File: src/rtl/apu_pkg.sv
`timescale 1ns/1ps
package apu_pkg;
  typedef enum logic {
    SUBPH_ONE = 1'b0,
    SUBPH_TWO = 1'b1
  } subph_e;
endpackage

File: src/rtl/apu_par_calc.sv
`timescale 1ns/1ps
// Electrical-level parity for one subphase; coverage swaps with subphase.
module apu_par_calc
  import apu_pkg::*;
#(
  parameter int ADDR_W = 37,
  parameter int REQ_W  = 5,
  parameter int HI_W   = 16
) (
  input  logic [ADDR_W-1:0] addr_e_i,
  input  logic [REQ_W-1:0]  req_e_i,
  input  subph_e            sp_i,
  output logic [1:0]        par_e_o
);
  localparam int LO_W = ADDR_W - HI_W;

  logic hi_low_odd;
  logic lo_low_odd;
  logic hi_wire;
  logic lo_wire;

  // odd count of electrically low wires -> parity wire low
  always_comb begin
    hi_low_odd = ^(~addr_e_i[ADDR_W-1:LO_W]);
    lo_low_odd = (^(~addr_e_i[LO_W-1:0])) ^ (^(~req_e_i));
    hi_wire    = ~hi_low_odd;
    lo_wire    = ~lo_low_odd;
    if (sp_i == SUBPH_ONE) par_e_o = {lo_wire, hi_wire};
    else                   par_e_o = {hi_wire, lo_wire};
  end
endmodule

File: src/rtl/apu_requester.sv
`timescale 1ns/1ps
module apu_requester
  import apu_pkg::*;
#(
  parameter int ADDR_W   = 37,
  parameter int REQ_W    = 5,
  parameter int HI_W     = 16,
  parameter int MASK_BIT = 17
) (
  input  logic              clk,
  input  logic              rst,
  input  logic              go_i,
  input  logic [ADDR_W-1:0] addr_i,
  input  logic [ADDR_W-1:0] kind_i,
  input  logic [REQ_W-1:0]  cmd1_i,
  input  logic [REQ_W-1:0]  cmd2_i,
  input  logic              mask_i,
  output logic              strobe_n_o,
  output logic [ADDR_W-1:0] addr_n_o,
  output logic [REQ_W-1:0]  req_n_o,
  output logic [1:0]        par_n_o
);
  logic              in_sp1;
  logic              in_sp2;
  logic              take;
  logic [ADDR_W-1:0] addr_masked;
  logic [ADDR_W-1:0] kind_q;
  logic [REQ_W-1:0]  cmd2_q;
  logic [1:0]        par_next;
  subph_e            cur_sp;

  assign take   = go_i && !in_sp1;
  assign cur_sp = in_sp1 ? SUBPH_ONE : SUBPH_TWO;

  always_comb begin
    addr_masked = addr_i;
    if (mask_i) addr_masked[MASK_BIT] = 1'b0;
  end

  // parity computed on the levels currently on the pins
  apu_par_calc #(.ADDR_W(ADDR_W), .REQ_W(REQ_W), .HI_W(HI_W)) u_calc (
    .addr_e_i (addr_n_o),
    .req_e_i  (req_n_o),
    .sp_i     (cur_sp),
    .par_e_o  (par_next)
  );

  always_ff @(posedge clk) begin
    if (rst) begin
      in_sp1     <= 1'b0;
      in_sp2     <= 1'b0;
      strobe_n_o <= 1'b1;
      addr_n_o   <= '1;
      req_n_o    <= '1;
      par_n_o    <= '1;
      kind_q     <= '0;
      cmd2_q     <= '0;
    end else begin
      in_sp1 <= take;
      in_sp2 <= in_sp1;
      if (in_sp1 || in_sp2) par_n_o <= par_next;
      else                  par_n_o <= '1;
      if (take) begin
        strobe_n_o <= 1'b0;
        addr_n_o   <= ~addr_masked;
        req_n_o    <= ~cmd1_i;
        kind_q     <= kind_i;
        cmd2_q     <= cmd2_i;
      end else if (in_sp1) begin
        strobe_n_o <= 1'b1;
        addr_n_o   <= ~kind_q;
        req_n_o    <= ~cmd2_q;
      end else begin
        strobe_n_o <= 1'b1;
        addr_n_o   <= '1;
        req_n_o    <= '1;
      end
    end
  end

  assert_strobe_single_R7: assert property (@(posedge clk) disable iff (rst)
    !strobe_n_o |=> strobe_n_o);

  assert_mask_high_R6: assert property (@(posedge clk) disable iff (rst)
    (take && mask_i) |=> addr_n_o[MASK_BIT]);

  assert_par_released_R5: assert property (@(posedge clk) disable iff (rst)
    (!in_sp1 && !in_sp2) |=> (&par_n_o));

  assert_pins_released_R2: assert property (@(posedge clk) disable iff (rst)
    (!take && !in_sp1) |=> (strobe_n_o && (&addr_n_o) && (&req_n_o)));
endmodule

File: src/rtl/apu_checker.sv
`timescale 1ns/1ps
module apu_checker
  import apu_pkg::*;
#(
  parameter int ADDR_W = 37,
  parameter int REQ_W  = 5,
  parameter int HI_W   = 16
) (
  input  logic              clk,
  input  logic              rst,
  input  logic              strobe_n_i,
  input  logic [ADDR_W-1:0] addr_n_i,
  input  logic [REQ_W-1:0]  req_n_i,
  input  logic [1:0]        par_n_i,
  output logic [1:0]        err_sp1_o,
  output logic [1:0]        err_sp2_o
);
  localparam int NSP = 2;

  logic              v1;
  logic              v2;
  logic              start;
  logic [ADDR_W-1:0] a_q   [NSP];
  logic [REQ_W-1:0]  r_q   [NSP];
  logic [1:0]        exp_p [NSP];

  // a strobe during the second subphase does not open a transaction
  assign start = !strobe_n_i && !v1;

  for (genvar g = 0; g < NSP; g++) begin : g_sp
    apu_par_calc #(.ADDR_W(ADDR_W), .REQ_W(REQ_W), .HI_W(HI_W)) u_calc (
      .addr_e_i (a_q[g]),
      .req_e_i  (r_q[g]),
      .sp_i     ((g == 0) ? SUBPH_ONE : SUBPH_TWO),
      .par_e_o  (exp_p[g])
    );
  end

  always_ff @(posedge clk) begin
    if (rst) begin
      v1        <= 1'b0;
      v2        <= 1'b0;
      err_sp1_o <= '0;
      err_sp2_o <= '0;
      for (int i = 0; i < NSP; i++) begin
        a_q[i] <= '1;
        r_q[i] <= '1;
      end
    end else begin
      v1 <= start;
      v2 <= v1;
      if (start) begin
        a_q[0] <= addr_n_i;
        r_q[0] <= req_n_i;
      end
      if (v1) begin
        a_q[1] <= addr_n_i;
        r_q[1] <= req_n_i;
      end
      err_sp1_o <= v1 ? (exp_p[0] ^ par_n_i) : 2'b00;
      err_sp2_o <= v2 ? (exp_p[1] ^ par_n_i) : 2'b00;
    end
  end

  assert_err1_pulse_R8: assert property (@(posedge clk) disable iff (rst)
    (|err_sp1_o) |=> !(|err_sp1_o));

  assert_err2_pulse_R9: assert property (@(posedge clk) disable iff (rst)
    (|err_sp2_o) |=> !(|err_sp2_o));

  assert_no_double_open_R10: assert property (@(posedge clk) disable iff (rst)
    v1 |-> !v2);

  assert_err_order_R11: assert property (@(posedge clk) disable iff (rst)
    (|err_sp2_o) |-> !(|err_sp1_o));
endmodule

File: src/rtl/addr_parity_unit.sv
`timescale 1ns/1ps
module addr_parity_unit #(
  parameter int ADDR_W   = 37,
  parameter int REQ_W    = 5,
  parameter int HI_W     = 16,
  parameter int MASK_BIT = 17
) (
  input  logic              clk,
  input  logic              rst,
  input  logic              tx_go_i,
  input  logic [ADDR_W-1:0] tx_addr_i,
  input  logic [ADDR_W-1:0] tx_kind_i,
  input  logic [REQ_W-1:0]  tx_cmd1_i,
  input  logic [REQ_W-1:0]  tx_cmd2_i,
  input  logic              mask_bit_i,
  output logic              bus_strobe_n_o,
  output logic [ADDR_W-1:0] bus_addr_n_o,
  output logic [REQ_W-1:0]  bus_req_n_o,
  output logic [1:0]        bus_par_n_o,
  input  logic              mon_strobe_n_i,
  input  logic [ADDR_W-1:0] mon_addr_n_i,
  input  logic [REQ_W-1:0]  mon_req_n_i,
  input  logic [1:0]        mon_par_n_i,
  output logic [1:0]        perr_sp1_o,
  output logic [1:0]        perr_sp2_o
);
  apu_requester #(
    .ADDR_W(ADDR_W), .REQ_W(REQ_W), .HI_W(HI_W), .MASK_BIT(MASK_BIT)
  ) u_req (
    .clk        (clk),
    .rst        (rst),
    .go_i       (tx_go_i),
    .addr_i     (tx_addr_i),
    .kind_i     (tx_kind_i),
    .cmd1_i     (tx_cmd1_i),
    .cmd2_i     (tx_cmd2_i),
    .mask_i     (mask_bit_i),
    .strobe_n_o (bus_strobe_n_o),
    .addr_n_o   (bus_addr_n_o),
    .req_n_o    (bus_req_n_o),
    .par_n_o    (bus_par_n_o)
  );

  apu_checker #(
    .ADDR_W(ADDR_W), .REQ_W(REQ_W), .HI_W(HI_W)
  ) u_chk (
    .clk        (clk),
    .rst        (rst),
    .strobe_n_i (mon_strobe_n_i),
    .addr_n_i   (mon_addr_n_i),
    .req_n_i    (mon_req_n_i),
    .par_n_i    (mon_par_n_i),
    .err_sp1_o  (perr_sp1_o),
    .err_sp2_o  (perr_sp2_o)
  );
endmodule

File: config.mk
export PLATFORM = sky130hd
export DESIGN_NAME = addr_parity_unit
export DESIGN_NICKNAME = d
export VERILOG_FILES = /design/src/rtl/apu_pkg.sv /design/src/rtl/apu_par_calc.sv /design/src/rtl/apu_requester.sv /design/src/rtl/apu_checker.sv /design/src/rtl/addr_parity_unit.sv
export SDC_FILE = /design/constraint.sdc
export NUM_CORES = 1
export LEC_CHECK = 0
export CAP_MARGIN = 30
export CORE_ASPECT_RATIO = 1.4
export CORE_MARGIN = 8
export CORE_UTILIZATION = 26
export DETAILED_ROUTE_END_ITERATION = 10
export DONT_BUFFER_PORTS = 1
export PLACE_DENSITY_LB_ADDON = 0.12
export SETUP_SLACK_MARGIN = 0.5
export SLEW_MARGIN = 20
export SYNTH_ARGS = -nofsm -noshare
export SYNTH_HDL_FRONTEND = slang
export SYNTH_SLANG_ARGS = --single-unit
File: constraint.sdc
create_clock -name clk -period 3.2 [get_ports clk]
set_input_delay 0.48 -clock clk [delete_from_list [all_inputs] [get_ports clk]]
set_output_delay 0.48 -clock clk [all_outputs]
set_load 0.01 [all_outputs]
==> reports/qor.yml, run 1 <==
pwr:
  p_total_mw: 5.19
  leakagePower_nw: 2.52
  ir_drop_mv: 0.352
  power_density_nw_per_um2: 674
synth:
  synth-seq-cells: 179
  ys_warn_count: 0
  syn_area_um2: 6720
  yosysTopAreaCellShare_pct: 37.5
  ys_types: 20
  synth_cells: 462
  seq_area_frac_synth_pct: 65.8
  yosys-top-cells-area: "edfxtp_1, dfxtp_1, xnor2_1"
  synth_top_area_cell: "edfxtp_1"
  syn_area_per_cell_um2: 14.5
  syn_nets: 595
worst_setup_path:
  path_class: "flip-flop to flip-flop"
  critPathBufInv: 2
  arrival_ns: 2.03
  critPathMaxStageDelay_ns: 0.65
  slowest_stage: "nor2_4"
  worstPathCellList: "inv_1 -> nor2_4 -> buf_4 -> a22oi_1"
  critPathMaxFanout: 31
  startpoint_type: "flip-flop"
  critPathRequiredTime_ns: 3.49
  endpoint_kind: "flip-flop"
  cpLargestDelayFamily: "simple AND/OR/NAND/NOR gates"
placement:
  portBuffers: 0
  dp_cells: 766
  place.gp.congestion: 0.645
  dpl.hpwl_mm: 12.0
sta:
  timing_worst_slew_pin_value_ns: 0.809
  setup_viol: 0
  fin_crit_ns: 1.74
  hold_violations: 0
  rsz0062_at_grt: "false"
  maxSlewHeadroom_pct: 46.0
  finClkSkew_ns: 0.0118
  post-route-period-util_pct: 54.4
  fmax_mhz: 575
  maxSlewViolCount: 0
  tns_ns: 0
final_layout:
  antenna_cells: 0
  final_nets: 599
  areaGrowthSynthToFinish_pct: 14.6
  instances_no_fill: 798
  layout-drive-gt1-share_pct: 10.2
routing:
  via_count: 3491
  vias_per_cell: 4.37
  drc_errors: 0
  routed_wl_mm: 16.1
  drt_iter0_markers: 181
  wire_per_inst_um: 20.2
  first_pass_iters: 4
  postRouteAntennaNets: 0
global_routing:
  overflow: 0
  antenna_found_initial: 2
  grt_first_pass_wirelength_mm: 24.3
  grt_max_degree: 84
  grt_pass1_vias: 3900
  track_usage_pct: 10.3
clock_tree:
  cts_buffers: 17
  cts_tree: "yes"
  clk_root_buffer_cell: "clkbuf_16"
  clk_pin_slew_ns: 0.07
  cts_max_level: 4
  cts_hold_buf: 0
  insertion_delay_ns: 0.43
  post-cts-setup-buffers: 0
  clock-sinks: 179
  clock_path_buffers: 2
  cts_resized: 0
floorplanning:
  initial_utilization_pct: 26.5
  io_pins: 182
  coreArea_um2: 25400
  num_rows: 69
  die_height_um: 206
  dieWidth_um: 152
  die_area_um2: 31300
hold_path:
  min_path_type: "primary input to flip-flop"
flow_run:
  cap_violations: 0
run_status:
  outcome: "finished, final reports clean"
layout make-up:
| type | count | area, µm² |
|---|---|---|
| inverters | 4 | 15.0 |
| well taps | 319 | 399 |
| fillers | 2578 | 17700 |
| flip-flops and latches | 179 | 4420 |
| clock buffers | 20 | 468 |
| clock inverters | 12 | 91.3 |
| multi-input cells | 257 | 2230 |
| repair buffers | 7 | 77.6 |
flip-flops by register name, indices dropped and copies added (netlist names):
| signal | flops |
|---|---|
| u_req.addr_n_o | 37 |
| u_req.kind_q | 37 |
| u_chk.err_sp1_o | 2 |
| u_chk.a_q | 74 |
| u_chk.err_sp2_o | 2 |
| u_req.cmd2_q | 5 |
| u_req.in_sp1 | 1 |
| u_req.req_n_o | 5 |
| u_req.strobe_n_o | 1 |
| u_req.in_sp2 | 1 |
| u_chk.r_q | 10 |
| u_chk.v2 | 1 |
| u_req.par_n_o | 2 |
| u_chk.v1 | 1 |
synth_stat cells:
cell and n:
xnor2_1 98, dfxtp_1 95, edfxtp_1 84, a22o_1 42
nand2b_1 42, a22oi_1 41, clkbuf_1 16, xnor3_1 8
xor2_1 8, buf_2 6, inv_1 4, nor2_1 3
nor3b_1 3, a21oi_1 2, a22oi_2 2, nor3_1 2
or2_2 2, xnor2_2 2, a32oi_1 1, nor3b_2 1
cell families after synthesis:
logic type | share of synthesized area (%)
xor gates and xnor gates | 17.0
and+or+nand+nor | 4.93
buffers and inverters | 1.56
AOI/OAI and AO/OA | 10.7
DFF | 65.8
metal layers:
metal / up-vias / track usage [%] / part of all wire [%]
met5: - / 0 / 0.062
li1: 1658 / - / -
met3: 16 / 6.02 / 11
met2: 128 / 18.0 / 52
met4: 2 / 3.62 / 1.3
met1: 1687 / 9.97 / 36
placed cells by master, fill, tap and decap left out, types with 4 or more instances in the layout:
| master | instances |
|---|---|
| a22o_1 | 42 |
| nand2b_1 | 42 |
| inv_6 | 5 |
| xnor3_1 | 8 |
| xor2_1 | 8 |
| a22oi_1 | 41 |
| buf_4 | 5 |
| xnor2_1 | 98 |
| inv_1 | 4 |
| dfxtp_1 | 95 |
| clkbuf_16 | 18 |
| edfxtp_1 | 84 |
final timing paths:
kind / from / end / slack [ns] / depth (start not counted)
setup / recovery: u_req.in_sp1 / u_req.addr_n_o[15] / 1.46 / 4
hold / removal: rst / u_chk.err_sp2_o[0] / 0.12 / 1
setup reg to reg: u_req.in_sp1 / u_req.addr_n_o[15] / 1.46 / 4
hold reg to reg: u_req.kind_q[6] / u_req.addr_n_o[6] / 0.44 / 1
where the power goes:
| part | leakage, nW | internal, mW | switching (mW) | total, mW |
|---|---|---|---|---|
| clock network | 0.278 | 1.07 | 0.900 | 1.97 |
| logic | 0.760 | 0.318 | 0.280 | 0.599 |
| registers | 1.49 | 2.53 | 0.0892 | 2.62 |
| total | 2.52 | 3.92 | 1.27 | 5.19 |
metrics by stage:
| step | hold WS, ns | utilization, % | area, µm² | setup WS (ns) |
|---|---|---|---|---|
| floorplan | 0.406 | - | 6720 | 0.765 |
| global placement | 0.428 | 28.1 | 7140 | 1.24 |
| detailed placement | 0.429 | 28.1 | 7140 | 1.26 |
| CTS | 0.0926 | 30.3 | 7700 | 1.38 |
| global route | 0.0897 | 30.3 | 7700 | 1.31 |
| finish | 0.117 | 30.3 | 7700 | 1.46 |
worst register-to-register path, stage by stage (launching register included):
cell	delay [ns]
dfxtp_1	0.37
inv_1	0.12
nor2_4	0.65
buf_4	0.37
a22oi_1	0.10
(Power assumes the default switching activity.)
==> run 2: changes to the inputs <==
Settings changed: ABC_AREA from default to 1.
Clock period 3.2 ns to 1.5 ns, I/O delays scaled along.
==> run 2 against run 1 <==
Effect of this change:
- the run now ends with setup timing left
- sequential power increased by 110%
- flip-flop and latch count unchanged
- utilization increased by 16 points
- worst hold slack got worse by 0.084 ns
- clock-buffer cell count decreased by 2
- sequential share of layout area decreased by 24 points
- register-to-register slack got worse by 1.5 ns
- combinational power increased to 4.8 times the previous value
- non-clock buffer count increased by 255
- setup slack got worse by 1.5 ns
- critical endpoint is now u_chk.err_sp2_o[0]
==> reports/qor.yml, run 2 <==
floorplanning:
  coreArea_um2: 28900
  io_pins: 182
  die_area_um2: 34800
  num_rows: 74
  die_height_um: 218
  dieWidth_um: 160
  initial_utilization_pct: 26.1
hold_path:
  hold_path.startpoint: "mon_addr_n_i[33]"
  hold-path-cell-count: 2
  min_path_type: "primary input to flip-flop"
  min_to: "u_chk.a_q[0][33]"
worst_setup_path:
  arrival_ns: 1.88
  startpoint_type: "flip-flop"
  worstReg2RegEnd: "u_chk.err_sp2_o[0]"
  worstPathCellList: "xnor2_2 -> buf_4 -> xnor2_2 -> inv_1 -> nand2_1 -> nand2_2 -> nand2_2 -> nand2_2 -> nand2_2 -> nand3_1 -> nand2_1 -> nor2_1"
  rr_startpoint: "u_chk.a_q[0][51]"
  slowest_stage: "edfxtp_1"
  critPathRequiredTime_ns: 1.84
  r2r_cells: 12
  path_class: "flip-flop to flip-flop"
  worst-r2r-setup-slack_ns: -0.04
  critPathMaxFanout: 3
  cp_common_cell: "nand2_2"
  endpoint_kind: "flip-flop"
  critPathMaxStageDelay_ns: 0.42
pwr:
  netSwitchingPower_mw: 3.60
  ir_drop_mv: 0.812
  switching_share_pct: 27.8
  p_seq_share_pct: 43.1
  leakagePower_nw: 5.74
  p_int_mw: 9.34
  p_comb_share_pct: 22.2
  clock_power_share_pct: 34.7
  power_density_nw_per_um2: 967
  p_total_mw: 12.9
clock_tree:
  insertion_delay_ns: 0.44
  cts_tree: "yes"
  clk_root_buffer_cell: "clkbuf_16"
  cts_buffers: 17
  clk_pin_slew_ns: 0.07
  cts_max_level: 4
  clock-sinks: 179
  clock_path_buffers: 2
sta:
  timing_worst_slew_pin_value_ns: 0.538
  maxSlewHeadroom_pct: 64.2
  maxSlewViolCount: 0
  setup_viol: 2
  post-route-period-util_pct: 103
  fmax_mhz: 650
  holdWs_ns: 0.0331
  fin_crit_ns: 1.54
  rsz0062_at_grt: "true"
  finClkSkew_ns: 0.00662
  hold_violations: 0
  tns_ns: -0.0640
  worst_slack_ns: -0.0381
run_status:
  outcome: "complete, but fails checks"
  violations: "setup timing"
synth:
  yosys-top-cells-area: "edfxtp_1, dfxtp_1, nand2_1"
  syn_area_um2: 7540
  seq_area_frac_synth_pct: 58.7
  synth-seq-cells: 179
  ys.flop_type: "dfxtp_1"
  synthArstFlopShare_pct: 0
  synth_edf_count: 84
  ys_types: 25
  synth.most_common_cell: "nand2_1"
  synth_common_cells: "nand2_1, dfxtp_1, edfxtp_1, inv_1, xnor2_1"
  yosysTopAreaCellShare_pct: 33.4
  ys_warn_count: 0
  syn_nets: 920
  syn_area_per_cell_um2: 9.58
  synth_cells: 787
  synth_top_area_cell: "edfxtp_1"
final_layout:
  areaGrowthSynthToFinish_pct: 77.5
  antenna_cells: 0
  largest_reg_flops: 74
  most-common-layout-cells: "nand2_1, dlygate4sd3_1, edfxtp_1"
  final_common_cell: "nand2_1"
  layout-drive-gt1-share_pct: 44.3
  finalInstanceArea_um2: 13400
  largest_register: "u_chk.a_q"
  post-route-util_pct: 46.3
  instances_no_fill: 1442
  register_area_um2: 4530
  final_nets: 1182
  top_regs: "u_chk.a_q: 74 flops, u_req.addr_n_o: 37 flops, u_req.kind_q: 37 flops"
  multi_input_area_um2: 4000
  fillers: 2665
global_routing:
  antenna_found_initial: 0
  grt_pass1_vias: 6694
  grt_first_pass_wirelength_mm: 36.8
  overflow: 0
  track_usage_pct: 14.1
  grt_max_degree: 43
routing:
  postRouteAntennaNets: 0
  drc_errors: 0
  routed_wl_mm: 24.9
  via_count: 6196
  drt_iter0_markers: 146
  wire_per_inst_um: 17.3
  vias_per_cell: 4.30
  first_pass_iters: 4
placement:
  pre_cts_ws_ns: -0.0829
  dp_cells: 1199
  place_area_um2: 8500
  portBuffers: 0
  dpl.hpwl_mm: 13.8
  place.gp.congestion: 0.710
flow_run:
  cap_violations: 0
## run 2: how the worst max path moves through the flow
stage               slack [ns]            endpoint  depth (start not counted)        startpoint
CTS                       -0.1  u_chk.err_sp2_o[0]                         11  u_chk.a_q[0][45]
detailed placement       -0.08  u_chk.err_sp2_o[0]                          9  u_chk.a_q[0][49]
finish                   -0.04  u_chk.err_sp2_o[0]                         12  u_chk.a_q[0][51]
global route             -0.16  u_chk.err_sp2_o[0]                          9  u_chk.a_q[0][46]
floorplan                 0.07     u_chk.a_q[0][0]                          1          u_chk.v1
global placement         -0.07  u_chk.err_sp2_o[0]                          9  u_chk.a_q[0][49]
## run 2: power by group through the flow
stage                     Combinational, mW  Clock (mW)  Sequential, mW
after floorplan                        1.08           0            5.66
after global placement                 1.57           0            5.66
after detailed placement               1.58           0            5.66
after CTS                              2.67        4.62            5.58
after global routing                   3.12        4.80            5.60
final                                  2.88        4.49            5.58
## run 2: cell type report
type	instances	area share [%]
clock buffers	18	3.21
flip-flops and latches	179	33.9
inverters	82	2.39
clock inverters	14	1.16
multi-input cells	507	29.8
repair buffers	262	26.0
well taps	380	3.55
## run 2: logic make-up (layout without fill, tap and decap cells)
group	Yosys count	in the layout	synth area share (%)
flops	179	179	58.7
compound gates	45	45	4.40
simple gates	351	358	18.7
xor+xnor	104	104	12.8
buf+inv	108	376	5.49
## run 2: per-layer routing
metal,share of wire (%),track usage (%)
met1,35,13.4
met2,57,27.6
met3,5.7,4.50
met4,1.4,5.09
met5,0,0
## run 2: what timing repair did
item,CTS,global route
gates cloned,30,8
setup buffers,34,13
pin swaps,30,65
setup endpoints to repair,310,300
resized for setup,324,138
hold endpoints to repair,169,0
hold buffers,126,0
## run 2: critical path, delay by kind of cell (launching register included)
family                 cells  cell delay, ns
AND/OR/NAND/NOR            8            0.50
flip-flops                 1            0.42
XOR/XNOR                   2            0.31
buffers and inverters      2            0.20
